## config.mk

```make
export PLATFORM = sky130hd
export DESIGN_NAME = fprx_top
export DESIGN_NICKNAME = d
export VERILOG_FILES = /design/src/rtl/fprx_pkg.sv /design/src/rtl/fprx_crc16.sv /design/src/rtl/fprx_ctrl.sv /design/src/rtl/fprx_top.sv
export SDC_FILE = /design/constraint.sdc
export NUM_CORES = 1
export LEC_CHECK = 0
export BUFFER_PORTS_ARGS = -buffer_cell sky130_fd_sc_hd__buf_2
export CAP_MARGIN = 20
export CORE_MARGIN = 10
export CORE_UTILIZATION = 59
export DETAILED_ROUTE_END_ITERATION = 12
export PLACE_DENSITY = 0.8
export SLEW_MARGIN = 25
export SYNTH_ARGS = -nofsm -noshare
export SYNTH_HDL_FRONTEND = slang
export SYNTH_HIERARCHICAL = 1
export SYNTH_SLANG_ARGS = --single-unit
```

## constraint.sdc

```tcl
create_clock -name clk -period 2.8 [get_ports clk]
set_input_delay 0.56 -clock clk [delete_from_list [all_inputs] [get_ports clk]]
set_output_delay 0.56 -clock clk [all_outputs]
set_load 0.1 [all_outputs]
```

## src/rtl/fprx_pkg.sv

```systemverilog
package fprx_pkg;

    localparam logic [3:0] TAG_NIBBLE = 4'hF;
    localparam logic [7:0] IDLE_TX    = 8'h00;
    localparam logic [15:0] CRC_SEED  = 16'hFFFF;
    localparam logic [15:0] CRC_POLY  = 16'h1021;

    typedef enum logic [2:0] {
        ST_IDLE,
        ST_HUNT,
        ST_BODY,
        ST_CRC_HI,
        ST_CRC_LO
    } rx_state_e;

    typedef struct packed {
        logic ok;
        logic no_tag;
        logic bad_crc;
    } rx_end_t;

    // One byte of CRC-ITU-T, MSB first.
    function automatic logic [15:0] crc16_step(input logic [15:0] c_in,
                                               input logic [7:0]  d);
        logic [15:0] c;
        logic        fb;
        c = c_in;
        for (int i = 7; i >= 0; i--) begin
            fb = c[15] ^ d[i];
            c  = {c[14:0], 1'b0} ^ (fb ? CRC_POLY : 16'h0000);
        end
        return c;
    endfunction

endpackage

```

## src/rtl/fprx_crc16.sv

```systemverilog
module fprx_crc16 (
    input  logic        clk,
    input  logic        rst,
    input  logic        clr,
    input  logic        upd,
    input  logic [7:0]  data,
    output logic [15:0] crc
);
    import fprx_pkg::*;

    always_ff @(posedge clk) begin
        if (rst || clr)
            crc <= CRC_SEED;
        else if (upd)
            crc <= crc16_step(crc, data);
    end
endmodule

```

## src/rtl/fprx_ctrl.sv

```systemverilog
module fprx_ctrl #(
    parameter int LEN_W       = 16,
    parameter int PKT_LOG_MIN = 8,
    parameter int PKT_LOG_MAX = 13,
    parameter int HUNT_LIMIT  = 8
) (
    input  logic             clk,
    input  logic             rst,
    input  logic             start,
    input  logic [LEN_W-1:0] total_len,
    input  logic [2:0]       pkt_sel,
    input  logic             crc_en,
    input  logic             in_valid,
    input  logic [7:0]       in_byte,
    input  logic             out_ready,
    input  logic [15:0]      crc_val,
    output logic             in_ready,
    output logic             out_valid,
    output logic             crc_clr,
    output logic             crc_upd,
    output logic             busy,
    output fprx_pkg::rx_end_t fin
);
    import fprx_pkg::*;

    localparam int PKT_W   = PKT_LOG_MAX + 1;
    localparam int CW      = (LEN_W > PKT_W) ? LEN_W : PKT_W;
    localparam int HUNT_W  = $clog2(HUNT_LIMIT + 1);
    localparam int SEL_MAX = PKT_LOG_MAX - PKT_LOG_MIN;

    rx_state_e         state_q;
    logic [LEN_W-1:0]  rem_q;
    logic [CW-1:0]     left_q;
    logic [CW-1:0]     psize_q;
    logic [HUNT_W-1:0] hunt_q;
    logic              crc_on_q;
    logic [7:0]        hi_q;

    logic          acc;
    logic          is_tag;
    logic [2:0]    sel_c;
    logic [CW-1:0] rem_w;
    logic [CW-1:0] chunk;

    always_comb begin
        busy      = (state_q != ST_IDLE);
        in_ready  = busy && ((state_q != ST_BODY) || out_ready);
        out_valid = (state_q == ST_BODY) && in_valid;
        acc       = in_valid && in_ready;
        is_tag    = (in_byte[7:4] == TAG_NIBBLE);
        crc_clr   = (state_q == ST_HUNT) && acc && is_tag;
        crc_upd   = (state_q == ST_BODY) && acc;
        sel_c     = (int'(pkt_sel) > SEL_MAX) ? 3'(SEL_MAX) : pkt_sel;
        rem_w     = CW'(rem_q);
        chunk     = (rem_w < psize_q) ? rem_w : psize_q;
    end

    always_ff @(posedge clk) begin
        if (rst) begin
            state_q  <= ST_IDLE;
            rem_q    <= '0;
            left_q   <= '0;
            psize_q  <= '0;
            hunt_q   <= '0;
            crc_on_q <= 1'b0;
            hi_q     <= '0;
            fin      <= '0;
        end else begin
            fin <= '0;
            unique case (state_q)
                ST_IDLE: begin
                    if (start) begin
                        crc_on_q <= crc_en;
                        psize_q  <= CW'(1) << (PKT_LOG_MIN + int'(sel_c));
                        rem_q    <= total_len;
                        hunt_q   <= '0;
                        if (total_len == '0)
                            fin.ok <= 1'b1;
                        else
                            state_q <= ST_HUNT;
                    end
                end
                ST_HUNT: begin
                    if (acc) begin
                        if (is_tag) begin
                            left_q  <= chunk;
                            hunt_q  <= '0;
                            state_q <= ST_BODY;
                        end else if (int'(hunt_q) == HUNT_LIMIT - 1) begin
                            fin.no_tag <= 1'b1;
                            state_q    <= ST_IDLE;
                        end else begin
                            hunt_q <= hunt_q + 1'b1;
                        end
                    end
                end
                ST_BODY: begin
                    if (acc) begin
                        rem_q  <= rem_q - 1'b1;
                        left_q <= left_q - 1'b1;
                        if (left_q == CW'(1)) begin
                            if (crc_on_q)
                                state_q <= ST_CRC_HI;
                            else if (rem_q == LEN_W'(1)) begin
                                fin.ok  <= 1'b1;
                                state_q <= ST_IDLE;
                            end else
                                state_q <= ST_HUNT;
                        end
                    end
                end
                ST_CRC_HI: begin
                    if (acc) begin
                        hi_q    <= in_byte;
                        state_q <= ST_CRC_LO;
                    end
                end
                ST_CRC_LO: begin
                    if (acc) begin
                        if ({hi_q, in_byte} != crc_val) begin
                            fin.bad_crc <= 1'b1;
                            state_q     <= ST_IDLE;
                        end else if (rem_q == '0) begin
                            fin.ok  <= 1'b1;
                            state_q <= ST_IDLE;
                        end else
                            state_q <= ST_HUNT;
                    end
                end
                default: state_q <= ST_IDLE;
            endcase
        end
    end
endmodule

```

## src/rtl/fprx_top.sv

```systemverilog
module fprx_top #(
    parameter int LEN_W       = 16,
    parameter int PKT_LOG_MIN = 8,
    parameter int PKT_LOG_MAX = 13,
    parameter int HUNT_LIMIT  = 8
) (
    input  logic             clk,
    input  logic             rst,
    input  logic             start,
    input  logic [LEN_W-1:0] total_len,
    input  logic [2:0]       pkt_sel,
    input  logic             crc_en,
    input  logic             in_valid,
    input  logic [7:0]       in_byte,
    output logic             in_ready,
    output logic [7:0]       tx_byte,
    output logic             out_valid,
    output logic [7:0]       out_data,
    input  logic             out_ready,
    output logic             busy,
    output logic             done,
    output logic             err_tag,
    output logic             err_crc
);
    import fprx_pkg::*;

    logic      crc_clr;
    logic      crc_upd;
    logic [15:0] crc_val;
    rx_end_t   fin;

    fprx_ctrl #(
        .LEN_W       (LEN_W),
        .PKT_LOG_MIN (PKT_LOG_MIN),
        .PKT_LOG_MAX (PKT_LOG_MAX),
        .HUNT_LIMIT  (HUNT_LIMIT)
    ) ctrl_i (
        .clk       (clk),
        .rst       (rst),
        .start     (start),
        .total_len (total_len),
        .pkt_sel   (pkt_sel),
        .crc_en    (crc_en),
        .in_valid  (in_valid),
        .in_byte   (in_byte),
        .out_ready (out_ready),
        .crc_val   (crc_val),
        .in_ready  (in_ready),
        .out_valid (out_valid),
        .crc_clr   (crc_clr),
        .crc_upd   (crc_upd),
        .busy      (busy),
        .fin       (fin)
    );

    fprx_crc16 crc_i (
        .clk  (clk),
        .rst  (rst),
        .clr  (crc_clr),
        .upd  (crc_upd),
        .data (in_byte),
        .crc  (crc_val)
    );

    assign out_data = in_byte;
    assign tx_byte  = IDLE_TX;
    assign done     = fin.ok;
    assign err_tag  = fin.no_tag;
    assign err_crc  = fin.bad_crc;
endmodule

```

* Word-level counts from Yosys, hierarchy flattened
Cells that the tools add are included.
** Storage, ports and cells
- Flip-flop bits (word level) :: 83
- Word-level logic and storage cells :: 128
** Operators by class
- Shift-type cells :: 1
- Multiplexer cells :: 48
- Equal/unequal tests :: 20
- Bitwise operators :: 19
- Add/subtract/negate cells :: 4
- Order comparisons :: 2
- Reduce and logical (&&, ||, !) cells :: 23
** Operators with widths (number)
- $xor A16 B16 Y16 :: 8
- $mux W13 :: 8
- $mux W16 :: 6
- $pmux W16 S2 :: 2
- $mux W3 :: 12
- $eq A16 B1 Y1 const B :: 2
- $logic_not A16 Y1 :: 2
- $shl A1 B32 Y16 const A :: 1
- $sub A16 B1 Y16 const B :: 2
- $lt A16 B16 Y1 :: 1
- $mux W4 :: 4
- $ne A16 B16 Y1 :: 1
- $pmux W3 S5 :: 1
- $mux W1 :: 13
- $ne A2 B1 Y1 const B :: 5
- $ne A3 B2 Y1 const B :: 3
- $eq A4 B4 Y1 const B :: 2
- $pmux W4 S2 :: 1
- $reduce_and A4 Y1 :: 2
- $reduce_and A8 Y1 :: 1
- $xor A1 B1 Y1 :: 8
- $eq A3 B2 Y1 const B :: 2
- $logic_and A1 B1 Y1 :: 6
- $ne A2 B2 Y1 const B :: 3
- 15 further kinds :: 21

* Logic depth before layout (Yosys ltp)
- Depth in word-level cells :: 24
- Depth in mapped cells :: 9
- Depth with buffers taken out :: 8

* Cells and area by module
The synthesis kept the hierarchy.
** By module, submodules not included
- fprx_ctrl :: instances 1, sequential area each 1181.1 µm², area each 3766.1 µm², cells each 492
- fprx_crc16 :: instances 1, sequential area each 320.3 µm², area each 905.9 µm², cells each 81
- fprx_top :: instances 1, sequential area each 0.0 µm², area each 123.9 µm², cells each 17

* Least setup slack after synthesis
No wires, ideal clock.
- Path type :: register to register
- From :: reg ctrl_i.psize_q[10]
- To :: reg ctrl_i.left_q[9]
- Buffers on the path :: 0
- Stages on the path, launching flop included :: 9
- Arrival time :: 2.155 ns
- Period minus slack after synthesis :: 2.289 ns
- Required time :: 2.667 ns
- Library setup time :: 0.133 ns
- Setup slack :: 0.511 ns
- Cell sequence :: dfxtp_1 inv_1 ha_1 a211oi_2 a2111oi_2 a2111oi_4 mux2_1 a222oi_1 nor3_1
** Between the ends
- Cells in the longest elaborated chain, start to end :: 5
** Ends and longest elaborated chain
- start, declared :: line fprx_ctrl.sv:34 : logic [CW-1:0] psize_q;
- start signal, assigned :: line fprx_ctrl.sv:74 : psize_q <= CW'(1) << (PKT_LOG_MIN + int'(sel_c));
- $lt A16 B16 Y1 :: line fprx_ctrl.sv:55 : chunk = (rem_w < psize_q) ? rem_w : psize_q;
- $mux W16 :: line fprx_ctrl.sv:55
- $mux W16 :: line fprx_ctrl.sv:85 : if (is_tag) begin
- $mux W16 :: line fprx_ctrl.sv:84 : if (acc) begin
- $pmux W16 S2 :: line fprx_ctrl.sv:70 : unique case (state_q)
- end signal, assigned :: line fprx_ctrl.sv:86 : left_q <= chunk;
- end signal, assigned :: line fprx_ctrl.sv:100 : left_q <= left_q - 1'b1;
- end, declared :: line fprx_ctrl.sv:33 : logic [CW-1:0] left_q;
Every way passes these cells. The select of a mux whose other input is x is not followed.
A chain may end at the register's enable or synchronous reset.

* Worst setup path after layout
- From :: reg ctrl_i.psize_q[10]
- To :: reg ctrl_i.left_q[8]
Same word-level chain as after synthesis.

==> run_results.csv <==
group,metric,value,unit
worst_setup_path,reg2reg_to,"ctrl_i/left_q[8]",
sta,drv_slew,0,
outcome,status,"completed",
finish,n_fill_cell,644,
drt,routed_wl,12580,um
floorplanning,top_level_ports,55,
clock_tree,clock-sinks,75,
drt,ant_nets,0,
clock_tree,numCtsBuffers,9,
clock_tree,ctsResizeCount,0,
drt,detail_route.first_pass.iterations,6,
sta,fin_crit_sh,0.9079,
yosys,synthArstFlopShare,0,
yosys,synth_cell_types,78,
drt,wl_per_cell,17.23,um
floorplanning,die-area,0.01214,mm^2
sta,finalCriticalPeriod,2542,ps
sta,setup_viol,0,
finish,layout_commonest_cell,"dfxtp_1",
worst_setup_path,r2r_cells,9,
worst_setup_path,critical_path_required,3030,ps
yosys,ys_dominant_reg_cell,"dfxtp_1",
sta,rsz0062_at_grt,"no",
drt,drc,0,
placement,place_hpwl,9044,um
drt,drt-initial-drc-count,340,
placement,gp_congestion,0.9004,
clock_tree,cts_hold_buffers,0,
floorplanning,die_x,110.2,um
placement,place_inst,715,
finish,syn2layout_area_growth,10.85,%
power_and_ir_drop,combPwrFrac,0.204,
grt,grt_pass1_wl,20980,um
worst_setup_path,crit_family,"compound AO/OA/AOI/OAI gates",
finish,fin_nets,670,
sta,finClkSkew,5.790,ps
worst_hold_path,hold_depth,3,
sta,worst_pin_slew,739.2,ps
worst_setup_path,crit_arrival,2770,ps
worst_setup_path,path_cells,"inv_1, ha_1, a211oi_2, a2111oi_2, a2111oi_4, buf_4, mux2_1, a22oi_1, a21oi_1",
yosys,syn_area,0.004796,mm^2
worst_setup_path,crit_type,"register to register",
floorplanning,floorplan.initialDensity,0.6143,
finish,layout_common_cells,"75 x dfxtp_1, 65 x nand2_1, 57 x nor2_1",
worst_setup_path,slowest_stage,"a2111oi_4",
floorplanning,num_rows,32,
grt,track_usage,0.2125,
power_and_ir_drop,cellPowerDensity,528.3,mW/mm^2
yosys,synth_cells,590,
worst_setup_path,r2r_slack,260,ps
floorplanning,die_h,110.2,um
finish,insertedDiodeCount,0,
grt,grt_max_degree,29,
yosys,ys_ff_latch,75,
worst_setup_path,crit_path_start,"ctrl_i/psize_q[10]",
clock_tree,root_buffer,"clkbuf_8",
power_and_ir_drop,p_total,2809,uW
worst_setup_path,cp_slowest_stage_delay,370,ps
yosys,synth_seq_area_share,0.3131,
worst_setup_path,cp-start-kind,"register",
power_and_ir_drop,power.share.sequential,0.401,
yosys,yosysWarnings,6,
sta,final.setup.worst_slack,257.9,ps
placement,dp_slack,362.3,ps
power_and_ir_drop,clockPowerShare,0.395,
clock_tree,cts_tree,"done",
sta,max_slew_margin,0.5054,
worst_setup_path,worstSetupPathDepth,9,
power_and_ir_drop,p_sw_frac,0.2929,
yosys,syn_area_per_cell,8.129,um^2
drt,vias,4530,
clock_tree,clk_path_buf_depth,2,
placement,port_buffers,46,
worst_setup_path,worstReg2RegStart,"ctrl_i/psize_q[10]",
grt,antenna_found_initial,0,
drt,via_per_inst,6.205,
worst_setup_path,end_kind,"register",
finish,drive_above_1_share,0.1672,
power_and_ir_drop,p_switching,822.5,uW
power_and_ir_drop,p_leak,0.002145,uW
clock_tree,post_cts_buffers,0,
worst_hold_path,hp-class,"input port to register",
worst_setup_path,cp_max_fo,12,
clock_tree,path_clk_slew,80,ps
power_and_ir_drop,p_int,1986,uW
worst_setup_path,cp-endpoint,"ctrl_i/left_q[8]",
floorplanning,coreArea,0.007807,mm^2
sta,hold_slack,446.3,ps
sta,max_freq,393.4,MHz
grt,grt_pass1_vias,4380,
clock_tree,h-tree-depth,3,
yosys,synth_edf_count,0,
flow_run,maxCapViolCount,0,
clock_tree,clock_latency,350,ps
power_and_ir_drop,ir_worst_vdd,0.0002427,V
worst_setup_path,path_buf_inv,2,
grt,gr-total-overflow,0,
sta,timing.setup.tns,0,ps
sta,hold_viol,0,
finish,instances_no_fill,730,
[state kept, by name, indices dropped and copies added, names as in the netlist, 3 cells and up]
register,count
ctrl_i/fin,3
ctrl_i/psize_q,8
ctrl_i/hunt_q,4
ctrl_i/rem_q,16
ctrl_i/state_q,3
crc_i/crc,16
ctrl_i/hi_q,8
ctrl_i/left_q,16
[cells in the mapped netlist (7+ instances only)]
master    number  share of area
ha_1          13          0.034
nor2_1        57          0.045
a31oi_1        8          0.010
nand3_1       10          0.010
xnor3_1        7          0.033
nand2_1       65          0.051
clkbuf_1      23          0.018
a21oi_1       56          0.058
dfxtp_1       75           0.31
buf_4         16          0.025
o21ai_0       35          0.037
xnor2_1       25          0.046
nor3_1        25          0.026
nand4_1        9          0.012
inv_1         21          0.016
a211oi_1       7          0.011
nor4_1        11          0.014
o211ai_1       9          0.014
[power by group through the flow]
stage	registers [uW]	clock network, uW	logic [uW]
global placement	1150	0	551
CTS	1130	1120	566
finish	1130	1110	572
detailed placement	1150	0	562
global route	1130	1160	614
floorplan	1140	0	465
[per-layer routing]
layer / global-route usage / routed length, um / vias up
met2: 0.3561 / 5975 / 184
li1: - / - / 2169
met3: 0.03656 / 977 / 28
met5: 0 / 0 / -
met4: 0.07890 / 221 / 0
met1: 0.2682 / 5404 / 2149
[kinds of logic (layout without fill, tap and decap cells)]
kind of cell | Yosys count | count (layout) | share of synthesized area
multiplexers | 11 | 11 | 0.02557
XOR/XNOR | 41 | 41 | 0.1098
buffers and inverters | 70 | 101 | 0.07175
AND/OR/NAND/NOR | 216 | 216 | 0.2223
flip-flops | 75 | 75 | 0.3131
AO/OA/AOI/OAI | 163 | 163 | 0.2228
adder cells (fa/ha/maj) | 13 | 13 | 0.03392
other | 1 | 8 | 0.0007819
[worst min-delay path, stage by stage]
cell and delay, ps:
buf_2 80, mux2i_1 50, nor2_1 70
[worst min path at each step]
stage	start	slack, ps	to
2_1_floorplan	ctrl_i/psize_q[14]	440	ctrl_i/psize_q[14]
3_3_place_gp	ctrl_i/hi_q[1]	450	ctrl_i/hi_q[1]
3_5_place_dp	ctrl_i/hi_q[6]	460	ctrl_i/hi_q[6]
4_1_cts	crc_en	440	ctrl_i/crc_on_q
5_1_grt	crc_en	480	ctrl_i/crc_on_q
6_report	crc_en	450	ctrl_i/crc_on_q
[through the flow]
stage                       util  area, um^2
final                     0.6809        5316
after global routing      0.6809        5316
after CTS                 0.6809        5316
after detailed placement  0.6473        5054
after global placement    0.6473        5054
after floorplan                -        4822
[layout make-up]
cell class / instances / area [um^2] / share of cell area
clock inverters: 5 / 125.1 / 0.02353
repair buffers: 64 / 365.4 / 0.06872
flip-flops and latches: 75 / 1501 / 0.2824
multi-input cells: 452 / 2977 / 0.5599
inverters: 22 / 82.58 / 0.01553
well taps: 102 / 127.6 / 0.02401
clock buffers: 10 / 137.6 / 0.02589
No activity file was read; power rests on OpenSTA's default activity.
